===== src/rtl/mcyc_pkg.sv =====
package mcyc_pkg;

   localparam int KIND_W  = 5;
   localparam int LEN_W   = 3;
   localparam int MAX_CYC = 6;
   localparam int MAX_LEN = 6;

   typedef enum logic [KIND_W-1:0] {
      CK_IDLE      = 5'd0,
      CK_FETCH     = 5'd1,
      CK_OPND      = 5'd2,
      CK_OPND_LO   = 5'd3,
      CK_OPND_HI   = 5'd4,
      CK_MRD       = 5'd5,
      CK_MRD_LO    = 5'd6,
      CK_MRD_HI    = 5'd7,
      CK_MWR       = 5'd8,
      CK_MWR_LO    = 5'd9,
      CK_MWR_HI    = 5'd10,
      CK_STK_RD_LO = 5'd11,
      CK_STK_RD_HI = 5'd12,
      CK_STK_WR_HI = 5'd13,
      CK_STK_WR_LO = 5'd14,
      CK_IO_RD     = 5'd15,
      CK_IO_WR     = 5'd16,
      CK_INTERNAL  = 5'd17
   } cyc_kind_e;

   typedef enum logic [4:0] {
      K_LD_IND      = 5'd0,
      K_ST_IND      = 5'd1,
      K_LD_XD       = 5'd2,
      K_ST_XD       = 5'd3,
      K_LD_ABS      = 5'd4,
      K_LD_IMM16    = 5'd5,
      K_LD_PAIR_ABS = 5'd6,
      K_ST_PAIR_ABS = 5'd7,
      K_SP_FROM_X   = 5'd8,
      K_PUSH        = 5'd9,
      K_POP         = 5'd10,
      K_XCHG_TOS    = 5'd11,
      K_BLK_MOVE    = 5'd12,
      K_RMW_IND     = 5'd13,
      K_TEST_IND    = 5'd14,
      K_RMW_XD      = 5'd15,
      K_JREL_CC     = 5'd16,
      K_DEC_BR      = 5'd17,
      K_CALL        = 5'd18,
      K_CALL_CC     = 5'd19,
      K_RET_CC      = 5'd20,
      K_RESTART     = 5'd21,
      K_IN_IMM      = 5'd22,
      K_OUT_IMM     = 5'd23,
      K_BLK_IN      = 5'd24,
      K_BLK_OUT     = 5'd25,
      K_DEC_X       = 5'd26,
      K_JUMP        = 5'd27,
      K_RET         = 5'd28
   } icls_e;

   typedef struct packed {
      cyc_kind_e        kind;
      logic [LEN_W-1:0] len;
   } cyc_t;

   function automatic cyc_t mk(cyc_kind_e k, int unsigned l);
      cyc_t c;
      c.kind = k;
      c.len  = LEN_W'(l);
      return c;
   endfunction

endpackage


===== src/rtl/mcyc_table.sv =====
module mcyc_table
   import mcyc_pkg::*;
#(
   parameter int CLS_W = 5,
   parameter int IDX_W = 3
) (
   input  logic [CLS_W-1:0] cls,
   input  logic             cond,
   input  logic             rep,
   input  logic [IDX_W-1:0] idx,
   output cyc_t             cur,
   output logic             last
);

   cyc_t       lst [MAX_CYC];
   int         cnt;
   logic       in_rng;
   logic [4:0] code;

   always_comb begin
      in_rng = ((cls >> 5) == '0);
      code   = cls[4:0];
      for (int i = 0; i < MAX_CYC; i++) lst[i] = mk(CK_IDLE, 1);
      lst[0] = mk(CK_FETCH, 4);
      cnt    = 1;
      if (in_rng) begin
         case (icls_e'(code))
            K_LD_IND: begin
               lst[1] = mk(CK_MRD, 3); cnt = 2;
            end
            K_ST_IND: begin
               lst[1] = mk(CK_MWR, 3); cnt = 2;
            end
            K_LD_XD: begin
               lst[1] = mk(CK_FETCH, 4);    lst[2] = mk(CK_OPND, 3);
               lst[3] = mk(CK_INTERNAL, 5); lst[4] = mk(CK_MRD, 3);
               cnt = 5;
            end
            K_ST_XD: begin
               lst[1] = mk(CK_FETCH, 4);    lst[2] = mk(CK_OPND, 3);
               lst[3] = mk(CK_INTERNAL, 5); lst[4] = mk(CK_MWR, 3);
               cnt = 5;
            end
            K_RMW_XD: begin
               lst[1] = mk(CK_FETCH, 4);    lst[2] = mk(CK_OPND, 3);
               lst[3] = mk(CK_INTERNAL, 5); lst[4] = mk(CK_MRD, 4);
               lst[5] = mk(CK_MWR, 3);
               cnt = 6;
            end
            K_LD_ABS: begin
               lst[1] = mk(CK_OPND_LO, 3); lst[2] = mk(CK_OPND_HI, 3);
               lst[3] = mk(CK_MRD, 3);
               cnt = 4;
            end
            K_LD_IMM16, K_JUMP: begin
               lst[1] = mk(CK_OPND_LO, 3); lst[2] = mk(CK_OPND_HI, 3);
               cnt = 3;
            end
            K_LD_PAIR_ABS: begin
               lst[1] = mk(CK_OPND_LO, 3); lst[2] = mk(CK_OPND_HI, 3);
               lst[3] = mk(CK_MRD_LO, 3);  lst[4] = mk(CK_MRD_HI, 3);
               cnt = 5;
            end
            K_ST_PAIR_ABS: begin
               lst[1] = mk(CK_OPND_LO, 3); lst[2] = mk(CK_OPND_HI, 3);
               lst[3] = mk(CK_MWR_LO, 3);  lst[4] = mk(CK_MWR_HI, 3);
               cnt = 5;
            end
            K_SP_FROM_X, K_DEC_X: begin
               lst[1] = mk(CK_FETCH, 6); cnt = 2;
            end
            K_PUSH, K_RESTART: begin
               lst[0] = mk(CK_FETCH, 5);
               lst[1] = mk(CK_STK_WR_HI, 3); lst[2] = mk(CK_STK_WR_LO, 3);
               cnt = 3;
            end
            K_POP, K_RET: begin
               lst[1] = mk(CK_STK_RD_LO, 3); lst[2] = mk(CK_STK_RD_HI, 3);
               cnt = 3;
            end
            K_XCHG_TOS: begin
               lst[1] = mk(CK_STK_RD_LO, 3); lst[2] = mk(CK_STK_RD_HI, 4);
               lst[3] = mk(CK_STK_WR_HI, 3); lst[4] = mk(CK_STK_WR_LO, 5);
               cnt = 5;
            end
            K_BLK_MOVE: begin
               lst[1] = mk(CK_FETCH, 4); lst[2] = mk(CK_MRD, 3);
               lst[3] = mk(CK_MWR, 5);
               cnt = 4;
               if (rep) begin lst[4] = mk(CK_INTERNAL, 5); cnt = 5; end
            end
            K_RMW_IND: begin
               lst[1] = mk(CK_MRD, 4); lst[2] = mk(CK_MWR, 3); cnt = 3;
            end
            K_TEST_IND: begin
               lst[1] = mk(CK_FETCH, 4); lst[2] = mk(CK_MRD, 4); cnt = 3;
            end
            K_JREL_CC: begin
               lst[1] = mk(CK_OPND, 3); cnt = 2;
               if (cond) begin lst[2] = mk(CK_INTERNAL, 5); cnt = 3; end
            end
            K_DEC_BR: begin
               lst[0] = mk(CK_FETCH, 5);
               lst[1] = mk(CK_OPND, 3); cnt = 2;
               if (cond) begin lst[2] = mk(CK_INTERNAL, 5); cnt = 3; end
            end
            K_CALL: begin
               lst[1] = mk(CK_OPND_LO, 3);   lst[2] = mk(CK_OPND_HI, 4);
               lst[3] = mk(CK_STK_WR_HI, 3); lst[4] = mk(CK_STK_WR_LO, 3);
               cnt = 5;
            end
            K_CALL_CC: begin
               lst[1] = mk(CK_OPND_LO, 3);
               if (cond) begin
                  lst[2] = mk(CK_OPND_HI, 4);
                  lst[3] = mk(CK_STK_WR_HI, 3); lst[4] = mk(CK_STK_WR_LO, 3);
                  cnt = 5;
               end else begin
                  lst[2] = mk(CK_OPND_HI, 3);
                  cnt = 3;
               end
            end
            K_RET_CC: begin
               lst[0] = mk(CK_FETCH, 5);
               if (cond) begin
                  lst[1] = mk(CK_STK_RD_LO, 3); lst[2] = mk(CK_STK_RD_HI, 3);
                  cnt = 3;
               end
            end
            K_IN_IMM: begin
               lst[1] = mk(CK_OPND, 3); lst[2] = mk(CK_IO_RD, 4); cnt = 3;
            end
            K_OUT_IMM: begin
               lst[1] = mk(CK_OPND, 3); lst[2] = mk(CK_IO_WR, 4); cnt = 3;
            end
            K_BLK_IN: begin
               lst[1] = mk(CK_FETCH, 5); lst[2] = mk(CK_IO_RD, 4);
               lst[3] = mk(CK_MWR, 3);
               cnt = 4;
               if (rep) begin lst[4] = mk(CK_INTERNAL, 5); cnt = 5; end
            end
            K_BLK_OUT: begin
               lst[1] = mk(CK_FETCH, 5); lst[2] = mk(CK_MRD, 3);
               lst[3] = mk(CK_IO_WR, 4);
               cnt = 4;
               if (rep) begin lst[4] = mk(CK_INTERNAL, 5); cnt = 5; end
            end
            default: ;
         endcase
      end
      cur = lst[0];
      for (int i = 0; i < MAX_CYC; i++) begin
         if (idx == IDX_W'(i)) cur = lst[i];
      end
      last = (int'(idx) == cnt - 1);
   end

endmodule


===== src/rtl/mcyc_tcnt.sv =====
module mcyc_tcnt #(
   parameter int W = 3
) (
   input  logic         clk,
   input  logic         rst_n,
   input  logic         clr,
   input  logic         adv,
   input  logic [W-1:0] len,
   output logic [W-1:0] t,
   output logic         at_end
);

   assign at_end = (t == len - 1'b1);

   always_ff @(posedge clk) begin
      if (!rst_n) begin
         t <= '0;
      end else if (clr) begin
         t <= '0;
      end else if (adv) begin
         if (at_end) t <= '0;
         else        t <= t + 1'b1;
      end
   end

endmodule


===== src/rtl/mcyc_seq.sv =====
module mcyc_seq
   import mcyc_pkg::*;
#(
   parameter int CLS_W = 5,
   parameter int TBASE = 1,
   parameter int IDX_W = $clog2(MAX_CYC),
   parameter int T_W   = LEN_W
) (
   input  logic              clk,
   input  logic              rst_n,
   input  logic              t_en,
   input  logic              start,
   input  logic [CLS_W-1:0]  iclass,
   input  logic              cond_met,
   input  logic              repeat_on,
   output logic [KIND_W-1:0] cyc_type,
   output logic              cyc_start,
   output logic [T_W-1:0]    t_idx,
   output logic              done,
   output logic              busy
);

   localparam int TOP_T = MAX_LEN - 1 + TBASE;

   initial begin
      assert (CLS_W >= 5) else $error("mcyc_seq: CLS_W must be at least 5");
      assert (TBASE == 0 || TBASE == 1) else $error("mcyc_seq: TBASE must be 0 or 1");
      assert ((1 << IDX_W) >= MAX_CYC) else $error("mcyc_seq: IDX_W too small");
      assert ((1 << T_W) > TOP_T) else $error("mcyc_seq: T_W too small");
      assert (T_W >= LEN_W) else $error("mcyc_seq: T_W below LEN_W");
   end

   logic              busy_q;
   logic [CLS_W-1:0]  cls_q;
   logic              cond_q;
   logic              rep_q;
   logic [IDX_W-1:0]  idx_q;
   cyc_t              cur;
   logic              last_c;
   logic [LEN_W-1:0]  t_q;
   logic              t_end;
   logic              accept;
   logic              adv;

   mcyc_table #(.CLS_W(CLS_W), .IDX_W(IDX_W)) u_table (
      .cls  (cls_q),
      .cond (cond_q),
      .rep  (rep_q),
      .idx  (idx_q),
      .cur  (cur),
      .last (last_c)
   );

   assign adv    = t_en && busy_q;
   assign done   = busy_q && t_end && last_c;
   assign accept = t_en && start && (!busy_q || done);

   mcyc_tcnt #(.W(LEN_W)) u_tcnt (
      .clk    (clk),
      .rst_n  (rst_n),
      .clr    (accept),
      .adv    (adv),
      .len    (cur.len),
      .t      (t_q),
      .at_end (t_end)
   );

   always_ff @(posedge clk) begin
      if (!rst_n) begin
         busy_q <= 1'b0;
         cls_q  <= '0;
         cond_q <= 1'b0;
         rep_q  <= 1'b0;
         idx_q  <= '0;
      end else if (accept) begin
         busy_q <= 1'b1;
         cls_q  <= iclass;
         cond_q <= cond_met;
         rep_q  <= repeat_on;
         idx_q  <= '0;
      end else if (adv && t_end) begin
         if (last_c) begin
            busy_q <= 1'b0;
            idx_q  <= '0;
         end else begin
            idx_q  <= idx_q + 1'b1;
         end
      end
   end

   assign busy      = busy_q;
   assign cyc_type  = busy_q ? cur.kind : CK_IDLE;
   assign cyc_start = busy_q && (t_q == '0);

   generate
      if (TBASE == 0) begin : g_tidx_zero
         assign t_idx = T_W'(t_q);
      end else begin : g_tidx_one
         assign t_idx = T_W'(t_q) + T_W'(1);
      end
   endgenerate

endmodule


===== config.mk =====
export PLATFORM = sky130hd
export DESIGN_NAME = mcyc_seq
export DESIGN_NICKNAME = d
export VERILOG_FILES = /design/src/rtl/mcyc_pkg.sv /design/src/rtl/mcyc_table.sv /design/src/rtl/mcyc_tcnt.sv /design/src/rtl/mcyc_seq.sv
export SDC_FILE = /design/constraint.sdc
export NUM_CORES = 1
export LEC_CHECK = 0
export BUFFER_PORTS_ARGS = -buffer_cell sky130_fd_sc_hd__buf_2
export CAP_MARGIN = 20
export CORE_MARGIN = 2
export CORE_UTILIZATION = 45
export DETAILED_ROUTE_END_ITERATION = 6
export PLACE_DENSITY = 0.7
export SLEW_MARGIN = 20
export SYNTH_ARGS = -nofsm -noshare
export SYNTH_HDL_FRONTEND = slang
export SYNTH_SLANG_ARGS = --single-unit

===== constraint.sdc =====
create_clock -name clk -period 6 [get_ports clk]
set_clock_uncertainty 0.05 [all_clocks]
set_input_delay 1.5 -clock clk [delete_from_list [all_inputs] [get_ports clk]]
set_output_delay 1.5 -clock clk [all_outputs]
set_load 0.02 [all_outputs]

==> results.md <==
- GRT overflow: 0
- Max-slew headroom: 0.403
- RSZ-0062 raised after global routing: no
- Postcts setup bufs: 0
- Crit path time final: 5.57 ns
- CTS tree: built
- #FFs+latches synth: 14
- Final WL: about 7600 um
- Synth cell count leaders: 58 x nand2_1, 29 x a21oi_1, 29 x nor2_1, 29 x o21ai_0, 17 x clkbuf_1
- Post-synth EDFFs: 0
- Syn Inst Count: around 380
- Final hold violation count: 0
- CTS Sinks: 14
- Crit path capture type: output port
- Root Buffer: clkbuf_8
- CP required: between 4 and 5 ns
- Post-synth top area cell: dfxtp_1
- Hold buffer count at CTS: 0
- Top fanout value on the critical path: 24
- Syn_area_per_cell: ~6.7 um2
- Core area: 5510 um2
- Seq. cell area: approximately 280 um2
- Yosys top cell area share: 0.110
- Pre-CTS WS: 0.750 ns
- PnR worst setup slack: about 0.43 ns
- Synth unique cells: 73
- Clk buf depth: 2
- CP Launch Point: cls_q[2]$_SDFFE_PN0P_
- Launching point of the worst reg2reg path: cls_q[2]$_SDFFE_PN0P_
- Async SR Flop Fraction: 0
- First-pass GRT wire length: 12900 um
- Status: finished, final reports clean
- Register area share after synthesis: 0.110
- Detail Route Antenna Nets: 0
- Vias/cell: ~6.3
- Port-buffer cells: 21
- Antenna diode count: 0
- Synthesized net count: 402
- # DRC: 0
- Final Setup Violations: 0
- Slew Limit Fails: 0
- Via count: between 2k and 3k
- Peak supply drop: between 100 and 150 uV
- Yosys warns: 0
- Pwr Density: between 100 and 150 nW/um2
- DRT iter0 DRCs: between 400 and 500
- Worst setup SP type: flip-flop
- Placer Congestion: approximately 0.99
- H-tree depth: 1
- Fmax: ~180 MHz
- Clock-pin slew on the worst setup and hold paths: approximately 0.05 ns
- Num CTS Buffers: 3
- Critical setup path kind: flip-flop to output port
- Routed wire per std cell: between 15 and 20 um
- Layout cell share with drive strength beyond 1: 0.146
- DP HPWL: ~5600 um
- Vias in the first global route: 2689
- Synth-to-layout area growth: 6.32%
- Leak: just under 0.001 uW
- Min-delay src: cls_q[4]$_SDFFE_PN0P_
- Crit path arrival time: 4.02 ns
- Tcrit/Tclk final: 0.928
- Top cells by area, synth: dfxtp_1 11%, nand2_1 8.5%, a21oi_1 5.7%, o21ai_0 5.7%, ha_1 4.9%
- Row count: 27
- Skew-Pair Late Insertion Delay: 0.24 ns
- Die Span Y: between 70 and 80 um
- Cts repair resizes: 0
- Drt pass-1 iters: 5
- Fin Setup TNS: 0 ns
- Hold Path Class: flip-flop to flip-flop
- Max-cap check violation count: 0
- Largest net degree at the start of global routing: 48
- Prevailing post-synth register cell: dfxtp_1
- Initial Util: 0.464
- Die W: just under 80 um
- Most frequent cell after synthesis: nand2_1
- Boundary Pins: 22
- Final core utilization: 0.493
- Synth Cell Area: about 2600 um2
- GRT Total Usage: 0.253
- Hold WS: 0.452 ns
- Initial antenna violation count: 0
- Worst Max-Slew Pin Slew: between 0.8 and 0.9 ns
- Final net count: between 400 and 500
- FILL cells: 563
- Die Area: between 6000 and 7000 um2
- Area of the multi-input gates: between 2000 and 2500 um2
per-layer routing:
layer | share of wire | track usage | wire length (um) | up-vias
li1 | - | - | - | 1389
met1 | 0.43 | 0.342 | 3280 | 1305
met2 | 0.44 | 0.403 | 3370 | 164
met3 | 0.084 | 0.0250 | 637 | 31
met4 | 0.038 | 0.122 | 290 | 0
met5 | 0 | 0 | 0 | -
per-stage QoR:
stage,power [uW],std cells,cell area (um2)
6_report,291,455,2720
3_5_place_dp,217,452,2670
4_1_cts,292,455,2720
3_3_place_gp,216,452,2670
5_1_grt,310,455,2720
2_1_floorplan,191,381,2550
report_power, final:
| group | leakage [uW] | switching [uW] | total (uW) | internal (uW) |
|---|---|---|---|---|
| clock | 0.0000216 | 29.3 | 73.5 | 44.2 |
| combinational | 0.000857 | 68.7 | 112 | 42.8 |
| sequential | 0.000114 | 9.49 | 106 | 96.2 |
state kept, by name, summed over array words and instances (netlist names):
name      flops
cond_q        1
rep_q         1
u_tcnt.t      3
idx_q         3
busy          1
cls_q         5
area by class of cell:
cell class              instances  area share
inverters                      11      0.0152
repair buffers                 36      0.0802
flip-flops and latches         14       0.103
well taps                      72      0.0332
clock buffers                   3      0.0152
multi-input cells             319       0.753
worst max-delay path: stages, from the launching register on:
cell and delay, ns:
dfxtp_1 0.83, buf_4 0.32, nor4bb_1 0.07, a221oi_1 0.36, a22o_1 0.20, o32a_1 0.18, mux2i_1 0.08, a21oi_1 0.15
nor2_1 0.05, ha_1 0.24, xor2_1 0.17, nand2_1 0.14, mux2i_1 0.09, a221o_1 0.34, o211ai_2 0.14, buf_4 0.19
nor2_1 0.05, buf_2 0.15
worst paths after layout:
kind	slack [ns]	depth (start not counted)	end
worst max-delay path	0.43	17	done
worst min register to register	0.45	2	cls_q[4]$_SDFFE_PN0P_
worst min-delay path	0.45	2	cls_q[4]$_SDFFE_PN0P_
worst max register to register	1.53	16	cls_q[2]$_SDFFE_PN0P_
placed cells by master (no fill, tap or decap), types with 11 or more instances in the layout:
cell type / instances
a21oi_1: 29
nand2b_1: 16
buf_2: 21
nand2_1: 58
buf_4: 15
nor2b_1: 12
o21ai_0: 29
nor2_1: 29
inv_1: 11
dfxtp_1: 14
logic make-up (layout without fill, tap and decap cells):
group	after synthesis	count (layout)	synth area share
adders and majority gates	10	10	0.0490
and+or+nand+nor	164	164	0.332
xor gates and xnor gates	7	7	0.0240
AOI/OAI and AO/OA	128	128	0.356
muxes	10	10	0.0392
buffers and inverters	48	50	0.0897
DFF	14	14	0.110
Power figures use the tool's default switching activity.
